[src/rtl/dbg_watch_pkg.sv]
package dbg_watch_pkg;
    localparam int DW      = 8;
    localparam int PCW     = 16;
    localparam int XAW     = 24;
    localparam int CFG_AW  = 5;
    localparam int NWP     = 3;
    localparam int NSRC    = NWP + 1;

    typedef enum logic [1:0] {
        ACC_OFF   = 2'b00,
        ACC_READ  = 2'b01,
        ACC_WRITE = 2'b10,
        ACC_ANY   = 2'b11
    } acc_kind_e;

    typedef struct packed {
        acc_kind_e        kind;
        logic             den;
        logic [XAW-1:0]   addr;
        logic [DW-1:0]    pat;
    } wp_cfg_t;

    typedef struct packed {
        logic                pc_en;
        logic [PCW-1:0]      pc_val;
        wp_cfg_t [NWP-1:0]   wp;
        logic [NSRC-1:0]     hit;
        logic                halt;
    } state_t;
endpackage

[src/rtl/dbg_pc_match.sv]
module dbg_pc_match
    import dbg_watch_pkg::*;
(
    input  logic           en,
    input  logic [PCW-1:0] target,
    input  logic           fetch_valid,
    input  logic [PCW-1:0] fetch_addr,
    input  logic           ignore,
    output logic           match
);
    always_comb begin
        match = en && fetch_valid && !ignore && (fetch_addr == target);
    end
endmodule

[src/rtl/dbg_wp_match.sv]
module dbg_wp_match
    import dbg_watch_pkg::*;
(
    input  wp_cfg_t         cfg,
    input  logic            valid,
    input  logic            write,
    input  logic [XAW-1:0]  addr,
    input  logic [DW-1:0]   data,
    input  logic            ignore,
    output logic            match
);
    logic dir_ok;

    always_comb begin
        unique case (cfg.kind)
            ACC_READ:  dir_ok = !write;
            ACC_WRITE: dir_ok = write;
            ACC_ANY:   dir_ok = 1'b1;
            default:   dir_ok = 1'b0;
        endcase
        match = valid && !ignore && dir_ok && (addr == cfg.addr)
                && (!cfg.den || (data == cfg.pat));
    end
endmodule

[src/rtl/dbg_watch_unit.sv]
module dbg_watch_unit
    import dbg_watch_pkg::*;
(
    input  logic              clk,
    input  logic              rst_n,
    input  logic              cfg_we,
    input  logic [CFG_AW-1:0] cfg_addr,
    input  logic [7:0]        cfg_wdata,
    input  logic              fetch_valid_i,
    input  logic [PCW-1:0]    fetch_addr_i,
    input  logic              iram_valid_i,
    input  logic              iram_write_i,
    input  logic [7:0]        iram_addr_i,
    input  logic [DW-1:0]     iram_data_i,
    input  logic              sfr_valid_i,
    input  logic              sfr_write_i,
    input  logic [7:0]        sfr_addr_i,
    input  logic [DW-1:0]     sfr_data_i,
    input  logic              xram_valid_i,
    input  logic              xram_write_i,
    input  logic [XAW-1:0]    xram_addr_i,
    input  logic [DW-1:0]     xram_data_i,
    input  logic              dbg_access_i,
    input  logic              insn_active_i,
    output logic [NSRC-1:0]   hit_o,
    output logic              halt_req_o,
    output logic              code_run_o,
    output logic              debug_busy_o
);
    localparam int REG_CLEAR  = 0;
    localparam int REG_PC_EN  = 1;
    localparam int REG_PC_LO  = 2;
    localparam int REG_PC_HI  = 3;
    localparam int WP_BASE    = 4;
    localparam int WP_STRIDE  = 4;
    localparam int REG_XA_MID = WP_BASE + WP_STRIDE * (NWP - 1) + 3;
    localparam int REG_XA_HI  = REG_XA_MID + 1;

    state_t state_d, state_q;

    logic [NWP-1:0]           acc_valid;
    logic [NWP-1:0]           acc_write;
    logic [NWP-1:0][XAW-1:0]  acc_addr;
    logic [NWP-1:0][DW-1:0]   acc_data;
    logic [NWP-1:0]           wp_match;
    logic                     pc_match;

    always_comb begin
        acc_valid = {xram_valid_i, sfr_valid_i, iram_valid_i};
        acc_write = {xram_write_i, sfr_write_i, iram_write_i};
        acc_addr  = {xram_addr_i, {(XAW-8){1'b0}}, sfr_addr_i,
                     {(XAW-8){1'b0}}, iram_addr_i};
        acc_data  = {xram_data_i, sfr_data_i, iram_data_i};
    end

    dbg_pc_match u_pc (
        .en          (state_q.pc_en),
        .target      (state_q.pc_val),
        .fetch_valid (fetch_valid_i),
        .fetch_addr  (fetch_addr_i),
        .ignore      (dbg_access_i),
        .match       (pc_match)
    );

    for (genvar g = 0; g < NWP; g++) begin : g_wp
        dbg_wp_match u_wp (
            .cfg    (state_q.wp[g]),
            .valid  (acc_valid[g]),
            .write  (acc_write[g]),
            .addr   (acc_addr[g]),
            .data   (acc_data[g]),
            .ignore (dbg_access_i),
            .match  (wp_match[g])
        );
    end

    always_comb begin
        state_d = state_q;
        if (cfg_we) begin
            if (cfg_addr == CFG_AW'(REG_CLEAR))
                state_d.hit = state_q.hit & ~cfg_wdata[NSRC-1:0];
            if (cfg_addr == CFG_AW'(REG_PC_EN))
                state_d.pc_en = cfg_wdata[0];
            if (cfg_addr == CFG_AW'(REG_PC_LO))
                state_d.pc_val[7:0] = cfg_wdata;
            if (cfg_addr == CFG_AW'(REG_PC_HI))
                state_d.pc_val[PCW-1:8] = cfg_wdata[PCW-9:0];
            for (int i = 0; i < NWP; i++) begin
                if (cfg_addr == CFG_AW'(WP_BASE + WP_STRIDE * i)) begin
                    state_d.wp[i].kind = acc_kind_e'(cfg_wdata[1:0]);
                    state_d.wp[i].den  = cfg_wdata[2];
                end
                if (cfg_addr == CFG_AW'(WP_BASE + WP_STRIDE * i + 1))
                    state_d.wp[i].addr[7:0] = cfg_wdata;
                if (cfg_addr == CFG_AW'(WP_BASE + WP_STRIDE * i + 2))
                    state_d.wp[i].pat = cfg_wdata[DW-1:0];
            end
            if (cfg_addr == CFG_AW'(REG_XA_MID))
                state_d.wp[NWP-1].addr[15:8] = cfg_wdata;
            if (cfg_addr == CFG_AW'(REG_XA_HI))
                state_d.wp[NWP-1].addr[23:16] = cfg_wdata;
        end
        state_d.hit  = state_d.hit | {wp_match, pc_match};
        state_d.halt = |state_d.hit;
    end

    always_ff @(posedge clk or negedge rst_n) begin
        if (!rst_n) begin
            state_q <= '0;
        end else begin
            state_q <= state_d;
        end
    end

    always_comb begin
        hit_o        = state_q.hit;
        halt_req_o   = state_q.halt;
        code_run_o   = insn_active_i && !state_q.halt;
        debug_busy_o = dbg_access_i;
    end
endmodule

[config.mk]
export PLATFORM = sky130hd
export DESIGN_NAME = dbg_watch_unit
export DESIGN_NICKNAME = d
export VERILOG_FILES = /design/src/rtl/dbg_watch_pkg.sv /design/src/rtl/dbg_pc_match.sv /design/src/rtl/dbg_wp_match.sv /design/src/rtl/dbg_watch_unit.sv
export SDC_FILE = /design/constraint.sdc
export NUM_CORES = 1
export LEC_CHECK = 0
export CAP_MARGIN = 5
export CORE_ASPECT_RATIO = 1.1
export CORE_MARGIN = 2
export CORE_UTILIZATION = 51
export CTS_CLUSTER_DIAMETER = 40
export CTS_CLUSTER_SIZE = 8
export DETAILED_ROUTE_END_ITERATION = 12
export PLACE_DENSITY = 0.9
export SLEW_MARGIN = 10
export SYNTH_ARGS = -nofsm -noshare
export SYNTH_HDL_FRONTEND = slang
export SYNTH_HIERARCHICAL = 1
export SYNTH_SLANG_ARGS = --single-unit
[constraint.sdc]
create_clock -name clk -period 1.9 [get_ports clk]
set_clock_uncertainty 0.1 [all_clocks]
set_input_delay 0.57 -clock clk [delete_from_list [all_inputs] [get_ports clk]]
set_output_delay 0.57 -clock clk [all_outputs]
set_load 0.05 [all_outputs]
==> results of run 1 <==
[logic make-up after synthesis]
logic type | synth area share
AOI/OAI and AO/OA | 0.0159
xor gates and xnor gates | 0.195
buffers and inverters | 0.0199
DFF | 0.473
muxes | 0.207
other | 0.000746
and+or+nand+nor | 0.0883
[placed cells by master (no fill, tap or decap), types with 2 or more instances in the layout]
cell                                n
sky130_fd_sc_hd__inv_1              4
sky130_fd_sc_hd__a41oi_2            4
sky130_fd_sc_hd__nand4_1            2
sky130_fd_sc_hd__nor3_2             2
sky130_fd_sc_hd__clkbuf_8          11
sky130_fd_sc_hd__nor2b_1            2
sky130_fd_sc_hd__clkdlybuf4s50_1   22
sky130_fd_sc_hd__conb_1            64
sky130_fd_sc_hd__nand2_1           13
sky130_fd_sc_hd__dlygate4sd2_1     65
sky130_fd_sc_hd__and3_1             3
sky130_fd_sc_hd__dlymetal6s2s_1     5
sky130_fd_sc_hd__buf_4             29
sky130_fd_sc_hd__nor2_1             5
sky130_fd_sc_hd__dfrtp_1           95
sky130_fd_sc_hd__xnor2_1            3
sky130_fd_sc_hd__inv_6              2
sky130_fd_sc_hd__nor4_2            10
sky130_fd_sc_hd__a2111oi_4          3
sky130_fd_sc_hd__mux2i_1            3
sky130_fd_sc_hd__nor2_2             2
sky130_fd_sc_hd__mux2_2            90
sky130_fd_sc_hd__xor2_1           108
sky130_fd_sc_hd__nand3b_1           3
sky130_fd_sc_hd__nand3_1            6
sky130_fd_sc_hd__clkdlybuf4s15_1   10
sky130_fd_sc_hd__buf_12            15
sky130_fd_sc_hd__nor4_1            18
[sequential cells by signal, indices dropped and copies added, names as in the netlist]
signal / count
state_q: 90
hit_o: 4
halt_req_o: 1
[worst min-delay path by stage]
stage | end | slack (ns) | depth (start not counted)
after floorplan | halt_req_o | 0.17 | 0
after detailed placement | state_q[108] | 0.40 | 1
final | state_q[113] | 0.12 | 2
after global placement | state_q[108] | 0.39 | 1
after global routing | state_q[113] | 0.16 | 2
after CTS | state_q[113] | 0.14 | 2
[per-layer routing]
metal	vias to the layer above	share of wire
met3	31	0.038
li1	1745	-
met1	1832	0.40
met4	0	0.033
met2	107	0.53
met5	-	0
[area by class of cell]
cell class                      instances  area, um2  share of cell area
Sequential cell                        95       2380               0.332
Clock inverter                          5       38.8             0.00542
Inverter                                4       15.0             0.00210
Tap cell                              120        150              0.0210
Timing Repair Buffer                  148       1490               0.209
Multi-Input combinational cell        348       2930               0.410
Clock buffer                           11        151              0.0212
[metrics by stage]
stage,util,cell area (um2)
after global routing,0.734,7160
after CTS,0.727,7080
final,0.734,7160
after global placement,0.705,6880
after floorplan,-,5290
after detailed placement,0.705,6880
[worst reg2reg max path, delay by kind of cell (launching register included)]
family | cells | cell delay, ns
xor+xnor | 1 | 0.17
flops | 1 | 0.41
compound gates | 2 | 0.59
simple gates | 4 | 0.67
[what timing repair did]
action,in CTS,in global routing
setup endpoints to repair,47,15
gates resized for setup,93,17
pin swaps,60,26
setup buffers,2,3
[where the power goes]
part	internal [mW]	switching, mW	total, mW
combinational	0.712	0.529	1.24
clock	0.557	0.728	1.28
sequential	2.39	0.268	2.66
==> impl_metrics.xml, run 1 <==
<?xml version="1.0" encoding="UTF-8"?>
<metrics>
  <group name="sta">
    <metric name="rsz0062_at_grt" unit="">true</metric>
    <metric name="slew_viol_final" unit="">0</metric>
    <metric name="final_critical_path_setup_slack" unit="ns">-0.138</metric>
    <metric name="fmaxAchievable" unit="MHz">491</metric>
    <metric name="finalCriticalPeriod" unit="ns">2.04</metric>
    <metric name="fin_setup_tns" unit="ns">-0.138</metric>
    <metric name="setup_viol" unit="">1</metric>
    <metric name="final.hold.worst_slack" unit="ns">0.117</metric>
    <metric name="final-hold-violation-count" unit="">0</metric>
    <metric name="min_period_over_period" unit="">1.07</metric>
  </group>
  <group name="synthesis">
    <metric name="synth_warnings" unit="">6</metric>
    <metric name="ys_seq_area_frac" unit="">0.473</metric>
    <metric name="synthMostInstantiatedCell" unit="">sky130_fd_sc_hd__xor2_1</metric>
    <metric name="synth-async-reset-ratio" unit="">1.00</metric>
    <metric name="synthDominantCellAreaShare" unit="">0.473</metric>
    <metric name="cell_count_after_synthesis" unit="">401</metric>
    <metric name="yosysUniqueCellTypes" unit="">30</metric>
    <metric name="synth_common_cells" unit="">sky130_fd_sc_hd__xor2_1, sky130_fd_sc_hd__dfrtp_1, sky130_fd_sc_hd__mux2_2, sky130_fd_sc_hd__nor4_1, sky130_fd_sc_hd__nand2_1</metric>
    <metric name="netlist_top_cells_area" unit="">sky130_fd_sc_hd__dfrtp_1, sky130_fd_sc_hd__mux2_2, sky130_fd_sc_hd__xor2_1, sky130_fd_sc_hd__nor4_1, sky130_fd_sc_hd__nand2_1</metric>
    <metric name="synthDominantAreaCellType" unit="">sky130_fd_sc_hd__dfrtp_1</metric>
    <metric name="syn_area" unit="um2">5030</metric>
    <metric name="synth.avg_cell_area" unit="um2">12.5</metric>
    <metric name="yosys_most_used_dff" unit="">sky130_fd_sc_hd__dfrtp_1</metric>
    <metric name="synth_enable_flop_cells" unit="">0</metric>
    <metric name="synth_seq_cells" unit="">95</metric>
  </group>
  <group name="cts">
    <metric name="root_buffer" unit="">sky130_fd_sc_hd__clkbuf_8</metric>
    <metric name="clock_insertion_delay_worst_skew" unit="ns">0.38</metric>
    <metric name="numClockSinks" unit="">95</metric>
    <metric name="cts_hold_buf" unit="">0</metric>
    <metric name="cts_max_path_buffers" unit="">2</metric>
    <metric name="cts_made_buffers" unit="">9</metric>
    <metric name="clock_slew_seen_by_the_registers_of_the_worst_setup_and_hold_paths" unit="ns">0.10</metric>
    <metric name="tritoncts" unit="">built</metric>
    <metric name="htree_levels" unit="">3</metric>
  </group>
  <group name="setup_path">
    <metric name="worst_r2r_endpoint" unit="">halt_req_o</metric>
    <metric name="worst_r2r_startpoint" unit="">state_q[55]</metric>
    <metric name="critical_path.top_delay_family" unit="">simple AND/OR/NAND/NOR gates</metric>
    <metric name="worst-endpoint-arrival" unit="ns">2.18</metric>
    <metric name="number_of_buffer_and_inverter_instances_along_the_worst_setup_path" unit="">1</metric>
    <metric name="timing.critical_path.slowest_cell_delay" unit="ns">0.48</metric>
    <metric name="critPathLaunchType" unit="">input port</metric>
    <metric name="crit_start" unit="">fetch_addr_i[13]</metric>
    <metric name="critPathCapture" unit="">halt_req_o</metric>
    <metric name="crit_path_cell_trace" unit="">clkdlybuf4s50_1 &gt; xor2_1 &gt; nor4_2 &gt; nand4_1 &gt; nor4_2 &gt; nor2_1 &gt; a41oi_2 &gt; or4_1</metric>
    <metric name="timing.reg2reg.setup_slack" unit="ns">-0.08</metric>
    <metric name="timing.critical_path.required" unit="ns">2.05</metric>
    <metric name="setup.worst_path.class" unit="">input port to register</metric>
    <metric name="timing.reg2reg.worst_path_depth" unit="">7</metric>
    <metric name="crit_cells" unit="">8</metric>
    <metric name="timing.critical_path.fanout_max" unit="">2</metric>
    <metric name="top_cell_by_count_worst_path" unit="">sky130_fd_sc_hd__nor4_2</metric>
    <metric name="worstSetupEndpointType" unit="">register</metric>
    <metric name="slowest_stage" unit="">sky130_fd_sc_hd__clkdlybuf4s50_1</metric>
  </group>
  <group name="final_layout">
    <metric name="n_antenna_cell" unit="">0</metric>
    <metric name="layout.filler_cells" unit="">662</metric>
    <metric name="area_growth" unit="%">42.3</metric>
    <metric name="fin_cells" unit="">731</metric>
    <metric name="final_layout_size_suffix_gt1_frac" unit="">0.290</metric>
    <metric name="num-nets-final" unit="">711</metric>
  </group>
  <group name="floorplan">
    <metric name="design.portCount" unit="">112</metric>
    <metric name="row_count" unit="">38</metric>
    <metric name="dieWidth" unit="um">98.7</metric>
    <metric name="initial_utilization" unit="">0.516</metric>
    <metric name="placeable_core_region" unit="um2">9750</metric>
    <metric name="die_area" unit="um2">10700</metric>
    <metric name="die_h" unit="um">108</metric>
  </group>
  <group name="power_and_ir_drop">
    <metric name="ir_drop" unit="mV">0.482</metric>
    <metric name="p_leak" unit="nW">3.62</metric>
    <metric name="power.total" unit="mW">5.19</metric>
    <metric name="power.density" unit="nW/um2">725</metric>
  </group>
  <group name="placed_design">
    <metric name="dpl.hpwl" unit="mm">9.06</metric>
    <metric name="placement.setup.worst_slack" unit="ns">-0.756</metric>
    <metric name="weighted_congestion_at_the_end_of_routability_driven_global_placement" unit="">0.784</metric>
    <metric name="dpl.cell_count" unit="">710</metric>
    <metric name="placement.io_buffers" unit="">111</metric>
  </group>
  <group name="min_path">
    <metric name="hold_removal_path_class" unit="">input port to asynchronous set/reset pin</metric>
  </group>
  <group name="drt">
    <metric name="drc_errors" unit="">0</metric>
    <metric name="firstDrtPassIters" unit="">4</metric>
    <metric name="postRouteWirelength" unit="mm">12.5</metric>
    <metric name="vias" unit="">3715</metric>
    <metric name="number_of_nets_still_failing_antenna_checks_after_routing" unit="">0</metric>
    <metric name="drtIter0Drc" unit="">84</metric>
    <metric name="route.detailed.vias_per_inst" unit="">5.08</metric>
    <metric name="detail_route.wl_per_cell" unit="um">17.1</metric>
  </group>
  <group name="job">
    <metric name="maxCapViolations" unit="">0</metric>
  </group>
  <group name="global_route">
    <metric name="globalRoute.busiestLayer" unit="">met2</metric>
    <metric name="grt_pass1_wl" unit="mm">20.1</metric>
    <metric name="grt_pass1_vias" unit="">4076</metric>
    <metric name="grt_use_met3" unit="">0.0349</metric>
    <metric name="gr-usage-met1" unit="">0.297</metric>
    <metric name="grt_util_met2" unit="">0.443</metric>
    <metric name="antenna_found_initial" unit="">0</metric>
    <metric name="grt.total_usage" unit="">0.247</metric>
    <metric name="overflow" unit="">0</metric>
    <metric name="largest_net_degree_at_the_start_of_global_routing" unit="">96</metric>
  </group>
  <group name="run_status">
    <metric name="result_of_the_run" unit="">finished, violations left</metric>
    <metric name="violations_in_the_final_reports" unit="">negative setup slack</metric>
  </group>
</metrics>
(Power assumes the default switching activity.)
==> inputs of run 2 (changes only) <==
--- a/config.mk
+++ b/config.mk
@@ -9,7 +9,7 @@
 export CORE_ASPECT_RATIO = 1.1
 export CORE_MARGIN = 2
 export CORE_UTILIZATION = 51
-export CTS_CLUSTER_DIAMETER = 40
+export CTS_CLUSTER_DIAMETER = 200
 export CTS_CLUSTER_SIZE = 8
 export DETAILED_ROUTE_END_ITERATION = 12
 export PLACE_DENSITY = 0.9
==> results of run 2 <==
No change in the layout: final DEF, timing and power equal those of run 1.
==> inputs of run 3 (changes only) <==
--- a/config.mk
+++ b/config.mk
@@ -12,6 +12,7 @@
 export CTS_CLUSTER_DIAMETER = 200
 export CTS_CLUSTER_SIZE = 8
 export DETAILED_ROUTE_END_ITERATION = 12
+export GPL_TIMING_DRIVEN = 0
 export PLACE_DENSITY = 0.9
 export SLEW_MARGIN = 10
 export SYNTH_ARGS = -nofsm -noshare
==> constraint.sdc (replaced) <==
create_clock -name clk -period 2.2 [get_ports clk]
set_clock_uncertainty 0.1 [all_clocks]
set_input_delay 0.66 -clock clk [delete_from_list [all_inputs] [get_ports clk]]
set_output_delay 0.66 -clock clk [all_outputs]
set_load 0.05 [all_outputs]
==> run 3 against run 2 <==
- the run still ends with negative setup slack left
- via count is 1.5% lower
- global-route usage down 1.1 points
- total power decreased by 13%
- non-clock buffer count shrank 21
- cell count is 2.9% lower
- critical endpoint unchanged
- largest power group unchanged
==> impl_metrics.xml, run 3 (synthesis results as in run 1) <==
<?xml version="1.0" encoding="UTF-8"?>
<metrics>
  <group name="placed_design">
    <metric name="placement.io_buffers" unit="">105</metric>
    <metric name="weighted_congestion_at_the_end_of_routability_driven_global_placement" unit="">0.809</metric>
    <metric name="dpl.cell_count" unit="">690</metric>
    <metric name="dpl.hpwl" unit="mm">8.76</metric>
    <metric name="postPlaceCellArea" unit="um2">6490</metric>
  </group>
  <group name="global_route">
    <metric name="grt_pass1_vias" unit="">3892</metric>
    <metric name="grt_pass1_wl" unit="mm">19.2</metric>
    <metric name="antenna_found_initial" unit="">0</metric>
    <metric name="largest_net_degree_at_the_start_of_global_routing" unit="">57</metric>
    <metric name="overflow" unit="">0</metric>
    <metric name="grt.total_usage" unit="">0.236</metric>
  </group>
  <group name="setup_path">
    <metric name="crit_path_cell_trace" unit="">clkdlybuf4s50_1 &gt; xor2_1 &gt; nor3_2 &gt; nand4_1 &gt; nor4_2 &gt; inv_1 &gt; a41oi_2 &gt; or4_1</metric>
    <metric name="crit_start" unit="">fetch_addr_i[9]</metric>
    <metric name="critPathLaunchType" unit="">input port</metric>
    <metric name="worst_r2r_startpoint" unit="">state_q[99]</metric>
    <metric name="worstSetupEndpointType" unit="">register</metric>
    <metric name="timing.reg2reg.worst_path_depth" unit="">7</metric>
    <metric name="worst-endpoint-arrival" unit="ns">2.38</metric>
    <metric name="setup.worst_path.class" unit="">input port to register</metric>
    <metric name="timing.critical_path.required" unit="ns">2.34</metric>
    <metric name="timing.reg2reg.setup_slack" unit="ns">0.10</metric>
    <metric name="worst_r2r_endpoint" unit="">halt_req_o</metric>
    <metric name="number_of_buffer_and_inverter_instances_along_the_worst_setup_path" unit="">2</metric>
    <metric name="critical_path.top_delay_family" unit="">simple AND/OR/NAND/NOR gates</metric>
    <metric name="timing.critical_path.slowest_cell_delay" unit="ns">0.50</metric>
    <metric name="crit_cells" unit="">8</metric>
    <metric name="timing.critical_path.fanout_max" unit="">2</metric>
    <metric name="critPathCapture" unit="">halt_req_o</metric>
    <metric name="slowest_stage" unit="">sky130_fd_sc_hd__clkdlybuf4s50_1</metric>
  </group>
  <group name="power_and_ir_drop">
    <metric name="sw_frac_of_total" unit="">0.291</metric>
    <metric name="share_seq_of_total_power" unit="">0.511</metric>
    <metric name="internal_dissipation" unit="mW">3.20</metric>
    <metric name="clockPowerShare" unit="">0.256</metric>
    <metric name="power.density" unit="nW/um2">642</metric>
    <metric name="ir_drop" unit="mV">0.531</metric>
    <metric name="netSwitchingPower" unit="mW">1.31</metric>
    <metric name="power.total" unit="mW">4.51</metric>
    <metric name="p_leak" unit="nW">3.80</metric>
    <metric name="combPwrFrac" unit="">0.233</metric>
  </group>
  <group name="final_layout">
    <metric name="layout.filler_cells" unit="">708</metric>
    <metric name="flip_flop_count_of_the_largest_register_all_copies_and_words_added" unit="">90</metric>
    <metric name="register_area" unit="um2">2380</metric>
    <metric name="n_antenna_cell" unit="">0</metric>
    <metric name="most_common_library_cell_in_the_layout_ignoring_fill_and_taps" unit="">sky130_fd_sc_hd__xor2_1</metric>
    <metric name="num-nets-final" unit="">690</metric>
    <metric name="final_layout_size_suffix_gt1_frac" unit="">0.256</metric>
    <metric name="layout_common_cells" unit="">sky130_fd_sc_hd__xor2_1, sky130_fd_sc_hd__dfrtp_1, sky130_fd_sc_hd__mux2_2, sky130_fd_sc_hd__conb_1, sky130_fd_sc_hd__dlymetal6s2s_1</metric>
    <metric name="fin_cells" unit="">710</metric>
    <metric name="multi_input_comb_area" unit="um2">2970</metric>
    <metric name="final_area" unit="um2">7020</metric>
    <metric name="registers.top_by_ff_count" unit="">state_q</metric>
    <metric name="area_growth" unit="%">39.7</metric>
  </group>
  <group name="cts">
    <metric name="cts_hold_buf" unit="">0</metric>
    <metric name="numClockSinks" unit="">95</metric>
    <metric name="htree_levels" unit="">3</metric>
    <metric name="clock_slew_seen_by_the_registers_of_the_worst_setup_and_hold_paths" unit="ns">0.10</metric>
    <metric name="root_buffer" unit="">sky130_fd_sc_hd__clkbuf_8</metric>
    <metric name="clock_insertion_delay_worst_skew" unit="ns">0.36</metric>
    <metric name="tritoncts" unit="">built</metric>
    <metric name="cts_max_path_buffers" unit="">2</metric>
    <metric name="cts_made_buffers" unit="">9</metric>
  </group>
  <group name="drt">
    <metric name="drc_errors" unit="">0</metric>
    <metric name="route.detailed.vias_per_inst" unit="">5.15</metric>
    <metric name="drtIter0Drc" unit="">146</metric>
    <metric name="firstDrtPassIters" unit="">4</metric>
    <metric name="vias" unit="">3660</metric>
    <metric name="detail_route.wl_per_cell" unit="um">17.6</metric>
    <metric name="postRouteWirelength" unit="mm">12.5</metric>
    <metric name="number_of_nets_still_failing_antenna_checks_after_routing" unit="">0</metric>
  </group>
  <group name="run_status">
    <metric name="violations_in_the_final_reports" unit="">negative setup slack</metric>
    <metric name="result_of_the_run" unit="">finished, violations left</metric>
  </group>
  <group name="sta">
    <metric name="fmaxAchievable" unit="MHz">447</metric>
    <metric name="slew_headroom" unit="">0.540</metric>
    <metric name="worst_pin_slew" unit="ns">0.690</metric>
    <metric name="setup_viol" unit="">1</metric>
    <metric name="finalCriticalPeriod" unit="ns">2.24</metric>
    <metric name="slew_viol_final" unit="">0</metric>
    <metric name="rsz0062_at_grt" unit="">true</metric>
    <metric name="final_critical_path_setup_slack" unit="ns">-0.0385</metric>
    <metric name="fin_setup_tns" unit="ns">-0.0385</metric>
    <metric name="min_period_over_period" unit="">1.02</metric>
    <metric name="final-hold-violation-count" unit="">0</metric>
  </group>
  <group name="floorplan">
    <metric name="row_count" unit="">38</metric>
    <metric name="die_h" unit="um">108</metric>
    <metric name="die_area" unit="um2">10700</metric>
    <metric name="placeable_core_region" unit="um2">9750</metric>
    <metric name="dieWidth" unit="um">98.7</metric>
    <metric name="design.portCount" unit="">112</metric>
    <metric name="initial_utilization" unit="">0.516</metric>
  </group>
  <group name="job">
    <metric name="maxCapViolations" unit="">0</metric>
  </group>
  <group name="min_path">
    <metric name="hold_removal_path_class" unit="">input port to asynchronous set/reset pin</metric>
  </group>
</metrics>
run 3: cell count changes in the layout (fill, tap and decap cells not counted), moves of 3 or more:
cell / before / now
sky130_fd_sc_hd__dlymetal6s2s_1: 5 / 52
sky130_fd_sc_hd__buf_1: 0 / 4
sky130_fd_sc_hd__clkdlybuf4s15_1: 10 / 3
sky130_fd_sc_hd__clkdlybuf4s50_1: 22 / 27
sky130_fd_sc_hd__buf_4: 29 / 8
sky130_fd_sc_hd__buf_12: 15 / 1
sky130_fd_sc_hd__dlygate4sd2_1: 65 / 19
sky130_fd_sc_hd__nor4_2: 10 / 13
sky130_fd_sc_hd__clkbuf_1: 0 / 7
sky130_fd_sc_hd__nor4_1: 18 / 15
run 3: power by group through the flow:
stage	clock, mW	combinational [mW]	sequential [mW]
final	1.15	1.05	2.31
after global routing	1.24	1.15	2.34
after CTS	1.17	1.01	2.30
after detailed placement	0	0.993	2.33
after global placement	0	0.943	2.30
after floorplan	0	0.648	2.26
run 3: stage by stage:
stage,worst slack (ns),hold WS (ns),utilization
4_1_cts,-0.0754,0.178,0.694
3_5_place_dp,-0.860,0.402,0.666
2_1_floorplan,0.0726,0.264,-
6_report,-0.0385,0.166,0.721
5_1_grt,-0.0544,0.205,0.721
3_3_place_gp,-2.92,0.391,0.664
run 3: routing by layer:
metal / vias up / routed length, um / GRT usage
met5: - / 0 / 0
met4: 0 / 260 / 0.0871
met3: 26 / 758 / 0.0646
met2: 117 / 6580 / 0.420
met1: 1810 / 4910 / 0.272
li1: 1707 / - / -
run 3: worst min-delay path by stage:
stage / start / cells after the start / to
6_report: rst_n / 1 / state_q[124]
5_1_grt: rst_n / 1 / state_q[79]
4_1_cts: rst_n / 1 / state_q[124]
2_1_floorplan: rst_n / 0 / halt_req_o
3_5_place_dp: state_q[109] / 1 / state_q[109]
3_3_place_gp: state_q[74] / 1 / state_q[74]
run 3: layout make-up:
class	count	share of cell area
Buffer	17	0.0128
Clock buffer	10	0.0182
Clock inverter	6	0.00998
Inverter	4	0.00214
Multi-Input combinational cell	348	0.423
Sequential cell	95	0.338
Tap cell	120	0.0214
Timing Repair Buffer	110	0.175
run 3: timing repair:
action | in CTS | in global routing
buffers inserted | 2 | 2
pin swaps | 15 | 51
resized for setup | 47 | 76
setup endpoints to repair | 23 | 31
cloned | 0 | 0
